File: config.mk
export PLATFORM = sky130hd
export DESIGN_NAME = fma_nan_pick
export DESIGN_NICKNAME = d
export VERILOG_FILES = /design/src/rtl/fma_nan_pkg.sv /design/src/rtl/fnan_classify.sv /design/src/rtl/fnan_priority.sv /design/src/rtl/fnan_quiet.sv /design/src/rtl/fma_nan_pick.sv
export SDC_FILE = /design/constraint.sdc
export NUM_CORES = 1
export LEC_CHECK = 0
export BUFFER_PORTS_ARGS = -buffer_cell sky130_fd_sc_hd__buf_4
export CORE_AREA = 2 2 103 105
export DETAILED_ROUTE_END_ITERATION = 10
export DIE_AREA = 0 0 105 107
export PLACE_DENSITY_LB_ADDON = 0.12
export SLEW_MARGIN = 25
export SYNTH_ARGS = -nofsm -noshare
export SYNTH_HDL_FRONTEND = slang
export SYNTH_SLANG_ARGS = --single-unit
File: constraint.sdc
create_clock -name vclk -period 9.6
set_clock_uncertainty 0.05 [all_clocks]
set_input_delay 2.4 -clock vclk [all_inputs]
set_output_delay 2.4 -clock vclk [all_outputs]
set_load 0.02 [all_outputs]
File: src/rtl/fma_nan_pkg.sv
// Package fma_nan_pkg: shared operand class type and format constants
// for the FMA NaN selector.
package fma_nan_pkg;
    typedef enum logic [2:0] {
        CLS_FIN  = 3'd0,
        CLS_ZERO = 3'd1,
        CLS_INF  = 3'd2,
        CLS_QNAN = 3'd3,
        CLS_SNAN = 3'd4
    } opclass_t;

    localparam logic [1:0] SEL_A   = 2'd0;
    localparam logic [1:0] SEL_B   = 2'd1;
    localparam logic [1:0] SEL_C   = 2'd2;
    localparam logic [1:0] SEL_DEF = 2'd3;
endpackage

File: src/rtl/fnan_classify.sv
// fnan_classify: sorts one operand into a class (finite, zero, infinity,
// quiet NaN, signalling NaN).
// Assumes: single precision sits in the low SW bits; subnormals count as finite.
module fnan_classify
    import fma_nan_pkg::*;
#(
    parameter int SGL_EXP  = 8,
    parameter int SGL_FRAC = 23,
    parameter int DBL_EXP  = 11,
    parameter int DBL_FRAC = 52,
    localparam int DW = 1 + DBL_EXP + DBL_FRAC
) (
    input  logic          is_dbl,
    input  logic [DW-1:0] op,
    output opclass_t      cls
);
    logic [SGL_EXP-1:0]  exp_s;
    logic [SGL_FRAC-1:0] frac_s;
    logic [DBL_EXP-1:0]  exp_d;
    logic [DBL_FRAC-1:0] frac_d;
    logic exp_ones, exp_zero, frac_zero, frac_msb;

    // Pick the fields of the active precision.
    always_comb begin
        exp_s  = op[SGL_FRAC +: SGL_EXP];
        frac_s = op[SGL_FRAC-1:0];
        exp_d  = op[DBL_FRAC +: DBL_EXP];
        frac_d = op[DBL_FRAC-1:0];
        exp_ones  = is_dbl ? (&exp_d)  : (&exp_s);
        exp_zero  = is_dbl ? ~(|exp_d) : ~(|exp_s);
        frac_zero = is_dbl ? ~(|frac_d) : ~(|frac_s);
        frac_msb  = is_dbl ? frac_d[DBL_FRAC-1] : frac_s[SGL_FRAC-1];
    end

    // Map the field tests to a class.
    always_comb begin
        if (exp_ones)
            cls = frac_zero ? CLS_INF : (frac_msb ? CLS_QNAN : CLS_SNAN);
        else if (exp_zero && frac_zero)
            cls = CLS_ZERO;
        else
            cls = CLS_FIN;
    end
endmodule

File: src/rtl/fnan_priority.sv
// fnan_priority: applies the infinity-times-zero rule and the NaN priority
// (signalling before quiet, scanned C, B, A; or B, A in two-operand mode).
// Assumes: classes come from fnan_classify.
module fnan_priority
    import fma_nan_pkg::*;
(
    input  logic     mode3,
    input  opclass_t cls_a,
    input  opclass_t cls_b,
    input  opclass_t cls_c,
    output logic       nan_valid,
    output logic [1:0] sel,
    output logic       invalid,
    output logic       invalid_imz
);
    logic sn_a, sn_b, sn_c, qn_b, qn_c, nan_a, nan_b, nan_c, imz;

    // Per-operand NaN tests; C counts only in three-operand mode.
    always_comb begin
        sn_a  = (cls_a == CLS_SNAN);
        sn_b  = (cls_b == CLS_SNAN);
        sn_c  = mode3 && (cls_c == CLS_SNAN);
        qn_b  = (cls_b == CLS_QNAN);
        qn_c  = mode3 && (cls_c == CLS_QNAN);
        nan_a = sn_a || (cls_a == CLS_QNAN);
        nan_b = sn_b || qn_b;
        nan_c = sn_c || qn_c;
        imz   = mode3 && (((cls_a == CLS_INF) && (cls_b == CLS_ZERO)) ||
                          ((cls_a == CLS_ZERO) && (cls_b == CLS_INF)));
    end

    // Priority decision.
    always_comb begin
        nan_valid   = 1'b0;
        sel         = SEL_A;
        invalid     = sn_a || sn_b || sn_c;
        invalid_imz = 1'b0;
        if (imz) begin
            nan_valid   = 1'b1;
            invalid     = 1'b1;
            invalid_imz = 1'b1;
            sel         = nan_c ? SEL_C : SEL_DEF;
        end else if (nan_a || nan_b || nan_c) begin
            nan_valid = 1'b1;
            if (sn_c)      sel = SEL_C;
            else if (sn_b) sel = SEL_B;
            else if (sn_a) sel = SEL_A;
            else if (qn_c) sel = SEL_C;
            else if (qn_b) sel = SEL_B;
            else           sel = SEL_A;
        end
    end
endmodule

File: src/rtl/fnan_quiet.sv
// fnan_quiet: forms the output NaN, either the chosen operand with its
// fraction MSB set or the default quiet NaN.
// Assumes: sel and nan_valid come from fnan_priority.
module fnan_quiet
    import fma_nan_pkg::*;
#(
    parameter int SGL_EXP  = 8,
    parameter int SGL_FRAC = 23,
    parameter int DBL_EXP  = 11,
    parameter int DBL_FRAC = 52,
    localparam int DW = 1 + DBL_EXP + DBL_FRAC,
    localparam int SW = 1 + SGL_EXP + SGL_FRAC
) (
    input  logic          is_dbl,
    input  logic          nan_valid,
    input  logic [1:0]    sel,
    input  logic [DW-1:0] op_a,
    input  logic [DW-1:0] op_b,
    input  logic [DW-1:0] op_c,
    output logic [DW-1:0] result
);
    localparam logic [DW-1:0] QBIT_D = DW'(1) << (DBL_FRAC - 1);
    localparam logic [DW-1:0] QBIT_S = DW'(1) << (SGL_FRAC - 1);
    localparam logic [DW-1:0] DEF_D  = ((DW'(1) << DBL_EXP) - 1) << DBL_FRAC | QBIT_D;
    localparam logic [DW-1:0] DEF_S  = ((DW'(1) << SGL_EXP) - 1) << SGL_FRAC | QBIT_S;
    localparam logic [DW-1:0] LOW_S  = (DW'(1) << SW) - 1;

    logic [DW-1:0] pick;

    // Choose the source operand.
    always_comb begin
        case (sel)
            SEL_A:   pick = op_a;
            SEL_B:   pick = op_b;
            default: pick = op_c;
        endcase
    end

    // Quiet it, or emit the default NaN, masked to the active width.
    always_comb begin
        if (!nan_valid)
            result = '0;
        else if (sel == SEL_DEF)
            result = is_dbl ? DEF_D : DEF_S;
        else if (is_dbl)
            result = pick | QBIT_D;
        else
            result = (pick & LOW_S) | QBIT_S;
    end
endmodule

File: src/rtl/fma_nan_pick.sv
// fma_nan_pick: top of the FMA NaN propagation selector. Classifies the
// three operands, chooses the NaN to propagate and returns it quieted with
// the invalid flags.
// Assumes: purely combinational; the caller registers the outputs.
module fma_nan_pick
    import fma_nan_pkg::*;
#(
    parameter int SGL_EXP  = 8,
    parameter int SGL_FRAC = 23,
    parameter int DBL_EXP  = 11,
    parameter int DBL_FRAC = 52,
    localparam int DW = 1 + DBL_EXP + DBL_FRAC,
    localparam int SW = 1 + SGL_EXP + SGL_FRAC
) (
    input  logic          mode3,
    input  logic          is_dbl,
    input  logic [DW-1:0] op_a,
    input  logic [DW-1:0] op_b,
    input  logic [DW-1:0] op_c,
    output logic          nan_valid,
    output logic [1:0]    sel,
    output logic [DW-1:0] result,
    output logic          invalid,
    output logic          invalid_imz
);
    logic [2:0][DW-1:0] ops;
    opclass_t           cls [3];

    assign ops = {op_c, op_b, op_a};

    for (genvar g = 0; g < 3; g++) begin : g_cls
        fnan_classify #(
            .SGL_EXP(SGL_EXP), .SGL_FRAC(SGL_FRAC),
            .DBL_EXP(DBL_EXP), .DBL_FRAC(DBL_FRAC)
        ) cls_i (
            .is_dbl(is_dbl),
            .op    (ops[g]),
            .cls   (cls[g])
        );
    end

    fnan_priority prio_i (
        .mode3      (mode3),
        .cls_a      (cls[0]),
        .cls_b      (cls[1]),
        .cls_c      (cls[2]),
        .nan_valid  (nan_valid),
        .sel        (sel),
        .invalid    (invalid),
        .invalid_imz(invalid_imz)
    );

    fnan_quiet #(
        .SGL_EXP(SGL_EXP), .SGL_FRAC(SGL_FRAC),
        .DBL_EXP(DBL_EXP), .DBL_FRAC(DBL_FRAC)
    ) quiet_i (
        .is_dbl   (is_dbl),
        .nan_valid(nan_valid),
        .sel      (sel),
        .op_a     (op_a),
        .op_b     (op_b),
        .op_c     (op_c),
        .result   (result)
    );

    // Output consistency checks across the three sub-blocks.
    always_comb begin

        no_nan_idle_chk: assert (nan_valid || (result == '0 && !invalid && !invalid_imz));

        quiet_bit_chk: assert (!nan_valid ||
            (is_dbl ? result[DBL_FRAC-1] : result[SGL_FRAC-1]));

        imz_flag_chk: assert (!invalid_imz || (invalid && nan_valid && sel[1]));

        two_op_imz_chk: assert (mode3 || (!invalid_imz && sel != SEL_C && sel != SEL_DEF));

        single_upper_chk: assert (is_dbl || result[DW-1:SW] == '0);
    end
endmodule

== Word-level counts from Yosys, hierarchy flattened ==
Index checks and enable logic that the tools add are counted.
Cells by class
  add/sub/neg operators: 0
  $mul: 0
  div/mod/pow operators: 0
  $lt $le $gt $ge: 0
  equality and inequality tests: 12
  shift operators: 0
  mux-type cells: 41
  bitwise logic cells: 12
  reduce and logical (&&, ||, !) cells: 35
Operators with widths (number)
  2-to-1 mux 64 bit: 3
  OR reduction 52 bit: 3
  case mux 64 bit (2 select lines): 1
  OR reduction 23 bit: 3
  2-to-1 mux 63 bit: 1
  AND reduction 11 bit: 3
  OR reduction 11 bit: 3
  2-to-1 mux 3 bit: 9
  AND reduction 8 bit: 3
  OR reduction 8 bit: 3
  2-to-1 mux 1 bit: 21
  == test 3 x 2 -> 1 bit, second input constant: 5
  2-to-1 mux 2 bit: 6
  inverter 1 bit: 12
  == test 3 bit, second input constant: 3
  logical AND 1 bit: 8
  logical OR 1 bit: 8
  == test 3 x 1 -> 1 bit, second input constant: 2
  == test 2 x 1 -> 1 bit, second input constant: 1
  == test 2 bit, second input constant: 1
  logical NOT 2 bit: 1
Storage, ports and cells
  flip-flop bits (word level): 0
  latch bits: 0
  RAM bits: 0
  bits in read-only memories: 0
  input port bits: 194
  output and inout port bits: 69
  logic and storage cells: 100
  memories: 0

== Depth between registers and ports, before layout ==
  depth after elaboration: 19
  mapped depth: 11

== Hierarchy ==
Synthesis repeated with hierarchy kept, for this count alone.
Second synthesis, totals
  cells, all modules: 418
  area total of the unflattened synthesis: 2806.4 µm²
By module, submodules not included
  fnan_quiet: times used 1, cells an instance 270, area an instance 1821.7 µm², sequential area each 0.0 µm²
  fnan_classify: times used 3, cells an instance 43, area an instance 274.0 µm², sequential area each 0.0 µm²
  fnan_priority: times used 1, cells an instance 19, area an instance 162.7 µm², sequential area each 0.0 µm²

== Least setup slack after synthesis ==
Ideal clock, no wire load.
  kind: input to output
  start point: in op_a[27]
  end point: out result[24]
  arrival time: 4.921 ns
  required time: 7.150 ns
  slack: 2.229 ns
  stages: 9
  buffers on the path: 2
  cell sequence: or4_4 > o41ai_4 > nand3_1 > a211oi_2 > a211o_1 > buf_4 > clkbuf_4 > a21oi_1 > a31oi_1
On the way
  word-level cells in the longest chain between the ends: 17
  elaborated cells between the ends (all ways): 37
RTL lines
  from (decl): line fma_nan_pick.sv:17  | input logic [DW-1:0] op_a,
  OR reduction 52 bit or OR reduction 8 bit (tied branches): line fnan_classify.sv:31, fnan_classify.sv:30
  inverter 1 bit (on tied branches): line fnan_classify.sv:31, fnan_classify.sv:30
  2-to-1 mux 1 bit (on tied branches): line fnan_classify.sv:31, fnan_classify.sv:30
  logical AND 1 bit: line fnan_classify.sv:39  | else if (exp_zero && frac_zero)
  2-to-1 mux 1 bit: line fnan_classify.sv:39
  2-to-1 mux 3 bit (*): line fnan_classify.sv:37  | if (exp_ones)
  == test 3 bit or == test 3 x 2 -> 1 bit (tied branches): line fnan_priority.sv:20, fnan_priority.sv:25
  2-to-1 mux 2 bit or logical OR 1 bit (tied branches): line fnan_priority.sv:47, fnan_priority.sv:25
  2-to-1 mux 2 bit or logical OR 1 bit (tied branches): line fnan_priority.sv:46, fnan_priority.sv:43
  2-to-1 mux 2 bit or logical OR 1 bit (tied branches): line fnan_priority.sv:45, fnan_priority.sv:43
  2-to-1 mux 2 bit: line fnan_priority.sv:43  | end else if (nan_a || nan_b || nan_c) begin
  2-to-1 mux 2 bit: line fnan_priority.sv:38  | if (imz) begin
  == test 2 x 1 -> 1 bit or logical NOT 2 bit (tied branches): line fnan_quiet.sv:32  | case (sel)
  case mux 64 bit (2 select lines): line fnan_quiet.sv:32
  2-to-1 mux 64 bit: line fnan_quiet.sv:45  | else if (is_dbl)
  2-to-1 mux 64 bit: line fnan_quiet.sv:43  | else if (sel == SEL_DEF)
  2-to-1 mux 64 bit (*): line fnan_quiet.sv:41  | if (!nan_valid)
  to (decl): line fma_nan_pick.sv:22  | output logic [DW-1:0] result,
Every way passes the cells marked *; elsewhere a longest branch is shown, timed or not.

== Final worst setup path ==
  start point: in op_b[23]
  end point: out result[50]
On the way
  word-level cells in the longest chain between the ends: 19
  elaborated cells between the ends (all ways): 39
RTL lines
  from (decl): line fma_nan_pick.sv:18  | input logic [DW-1:0] op_b,
  OR reduction 52 bit or OR reduction 8 bit (tied branches): line fnan_classify.sv:31, fnan_classify.sv:30
  inverter 1 bit (on tied branches): line fnan_classify.sv:31, fnan_classify.sv:30
  2-to-1 mux 1 bit (on tied branches): line fnan_classify.sv:31, fnan_classify.sv:30
  logical AND 1 bit: line fnan_classify.sv:39
  2-to-1 mux 1 bit: line fnan_classify.sv:39
  2-to-1 mux 3 bit (*): line fnan_classify.sv:37
  == test 3 x 2 -> 1 bit: line fnan_priority.sv:23  | qn_b = (cls_b == CLS_QNAN);
  2-to-1 mux 1 bit: line fnan_priority.sv:49  | else if (qn_b) sel = SEL_B;
  [3 not listed]
  2-to-1 mux 2 bit: line fnan_priority.sv:45  | if (sn_c) sel = SEL_C;
  2-to-1 mux 2 bit: line fnan_priority.sv:43
  2-to-1 mux 2 bit: line fnan_priority.sv:38
  == test 2 x 1 -> 1 bit or logical NOT 2 bit (tied branches): line fnan_quiet.sv:32
  case mux 64 bit (2 select lines): line fnan_quiet.sv:32
  2-to-1 mux 64 bit: line fnan_quiet.sv:45
  2-to-1 mux 64 bit: line fnan_quiet.sv:43
  2-to-1 mux 64 bit (*): line fnan_quiet.sv:41
Marked as above.

==> results by group <==
Route
  • Antenna viol nets, final: 0
  • Routed len/inst: around 19 um
  • Top Layer Used: met4
  • Post-Route M1 WL: 5290 um
  • Total number of vias: 3855
  • DRC violations left: 0
  • Final WL: roughly 13000 um
  • Via density: approximately 5.4
  • Router iterations before antenna repair: 5
  • Initial drt markers: about 180
  • Met3 WL: around 1000 um
  • Met2 Routed Length: 6970 um

Global routing
  • Initial antenna violation count: 0
  • First-pass GRT wire length: roughly 20000 um
  • Total track usage: ~22%
  • Largest net degree at the start of global routing: 54
  • Vias in the first global route: roughly 3800
  • Gr ovfl total: 0

Synthesis
  • Compound-gate portion of the synthesized area: roughly two fifths
  • Main combinational cell family by area after synthesis: simple AND/OR/NAND/NOR gates
  • Seq/Total Area, Yosys: 0%
  • Post-synth design cell area: between 2000 and 2500 um2
  • Mapped Avg Cell Area: 7.24 um2
  • Synth Area in Simple Gates: between 40% and 50%
  • Cells after Synth: 343
  • Xor/xnor share of the synthesized area: 0%
  • Syn Nets: approximately 540
  • Warnings, synthesis: 0
  • Synth Area in Adders: 0%
  • Mux cell area share after synthesis: less than 1%
  • Distinct cells, synth: 54

Timing
  • Final Hold Fails: 0
  • Period utilisation layout: between 80 and 90%
  • Final hold slack: 5.10 ns
  • Min cycle time layout: approximately 8.1 ns
  • F_max: about 120 MHz
  • Rel. slew slack: 34.7%
  • Final Setup Violations: 0
  • Slew at the pin closest to its max-slew limit: around 1 ns
  • Unrepaired setup endpoints after global routing: false
  • Setup tns final: 0 ns
  • Slew Viols, Final: 0

Floorplanning
  • Overall die width: 105 um
  • Die H: roughly 110 um
  • IO Pins: 263
  • Core area: a little over 10000 um2
  • # rows: 37
  • Die Footprint: approximately 11000 um2
  • Initial Util: approximately 25%

Placement
  • GPL Wtd Cong: 0.867
  • Hpwl dp: 11300 um
  • IO buf count: around 260

Critical path
  • Crit path max fanout: 53
  • Critical Path RT: slightly above 7 ns
  • Critical Path Sink: result[50]
  • Critical path launch point: op_b[23]
  • Crit start category: input port
  • Arrival time worst endpoint: between 5 and 6 ns
  • CP Capture Type: output port
  • WS Path Type: in2out

Final layout
  • Seq_cells: 0
  • Ratio of cells with drive above 1 in the final layout: 63.1%
  • # diodes: 0
  • Commonest non-fill, non-tap cell in the layout: buf_4
  • Area grow syn2layout: 79.2%
  • Commonest cells after routing, fill and taps aside: 268 x buf_4, 42 x a22oi_1, 40 x a21oi_2, 40 x nand3_2, 38 x nor4_1
  • Final-layout clock buffer total: 0
  • Register Area: 0 um2
  • # nets final: 776
  • Fillers: approximately 1100

Min path
  • Worst hold path type: in2out
  • Worst Hold Launch: op_a[3]
  • Hold path depth: 4

Run status
  • Status: finished clean

CTS
  • Number of hold buffers added after cts: 0
  • Resized Gates After CTS: 0
  • Postcts setup bufs: 0

Pwr
  • Pleak: just over 0.002 uW
  • Pwr/cell area: 23.5 nW/um2
  • Worst vdd ir: between 10 and 15 uV

Job
  • Max-cap viol count: 0
## worst max-delay path, cell delays in order
cell,delay [ns]
buf_4,0.12
nor4_1,0.48
nand4_1,0.15
o21a_1,0.22
or2_2,0.34
a31oi_1,0.43
a211o_2,0.88
a22oi_1,0.25
a21oi_2,0.22
buf_4,0.17
## layer usage
metal  track usage (%)  vias to the layer above
met2              42.0                      197
met5                 0                        -
li1                  -                     1875
met3              3.83                       14
met4              2.38                        0
met1              26.4                     1769
## layout make-up
cell class,count,area (um2),area share (%)
Timing Repair Buffer,268,2010,45.2
Inverter,3,11.3,0.253
Tap cell,136,170,3.82
Multi-Input combinational cell,309,2260,50.7
## synth_stat cells, types with 2 or more instances
cell | n | share of area, %
and4_1 | 2 | 0.71
buf_4 | 3 | 0.91
o21a_1 | 2 | 0.60
a31oi_1 | 9 | 2.3
nand2b_1 | 3 | 0.76
a211oi_1 | 2 | 0.60
nand2_1 | 17 | 2.6
nor3_1 | 8 | 1.6
a21oi_1 | 14 | 2.8
buf_6 | 10 | 4.5
nand3_1 | 15 | 3.0
or4_4 | 2 | 0.91
and2_1 | 2 | 0.50
nand4_1 | 17 | 4.3
nor3b_1 | 2 | 0.60
o21ai_0 | 2 | 0.40
a22oi_1 | 42 | 13
nor2_1 | 19 | 2.9
or4_1 | 2 | 0.60
inv_1 | 3 | 0.45
nor4b_1 | 2 | 0.71
a211o_1 | 2 | 0.71
nor4_1 | 38 | 9.6
o21ai_1 | 3 | 0.60
nand3_2 | 40 | 16
or2_2 | 2 | 0.50
a21oi_2 | 40 | 14
clkbuf_1 | 10 | 1.5
clkbuf_4 | 5 | 1.5
## cells by family after synthesis
family                 after synthesis
AOI/OAI and AO/OA                  130
muxes                                1
buffers and inverters               34
and+or+nand+nor                    178
## worst min path at each step
stage / endpoint / slack, ns
after floorplan: result[10] / 4.87
after global placement: result[40] / 5.11
after detailed placement: result[44] / 5.11
after CTS: result[3] / 5.11
after global routing: result[2] / 5.12
final: result[3] / 5.10
## per-stage QoR
stage	total power (uW)	instances	area (um2)	utilization (%)	setup slack, ns
after floorplan	22.1	343	2480	-	2.23
after global placement	104	716	4440	44.0	1.48
after detailed placement	104	716	4450	44.1	1.48
after CTS	105	716	4450	44.1	1.48
after global routing	112	716	4450	44.1	1.23
final	105	716	4450	44.1	1.46
## power by group
| part | leakage [uW] | switching (uW) | internal (uW) | total [uW] |
|---|---|---|---|---|
| clock | 0 | 0 | 0 | 0 |
| combinational | 0.00203 | 43.0 | 61.6 | 105 |
| sequential | 0 | 0 | 0 | 0 |
Note: power is estimated with default switching activity, not from simulation.
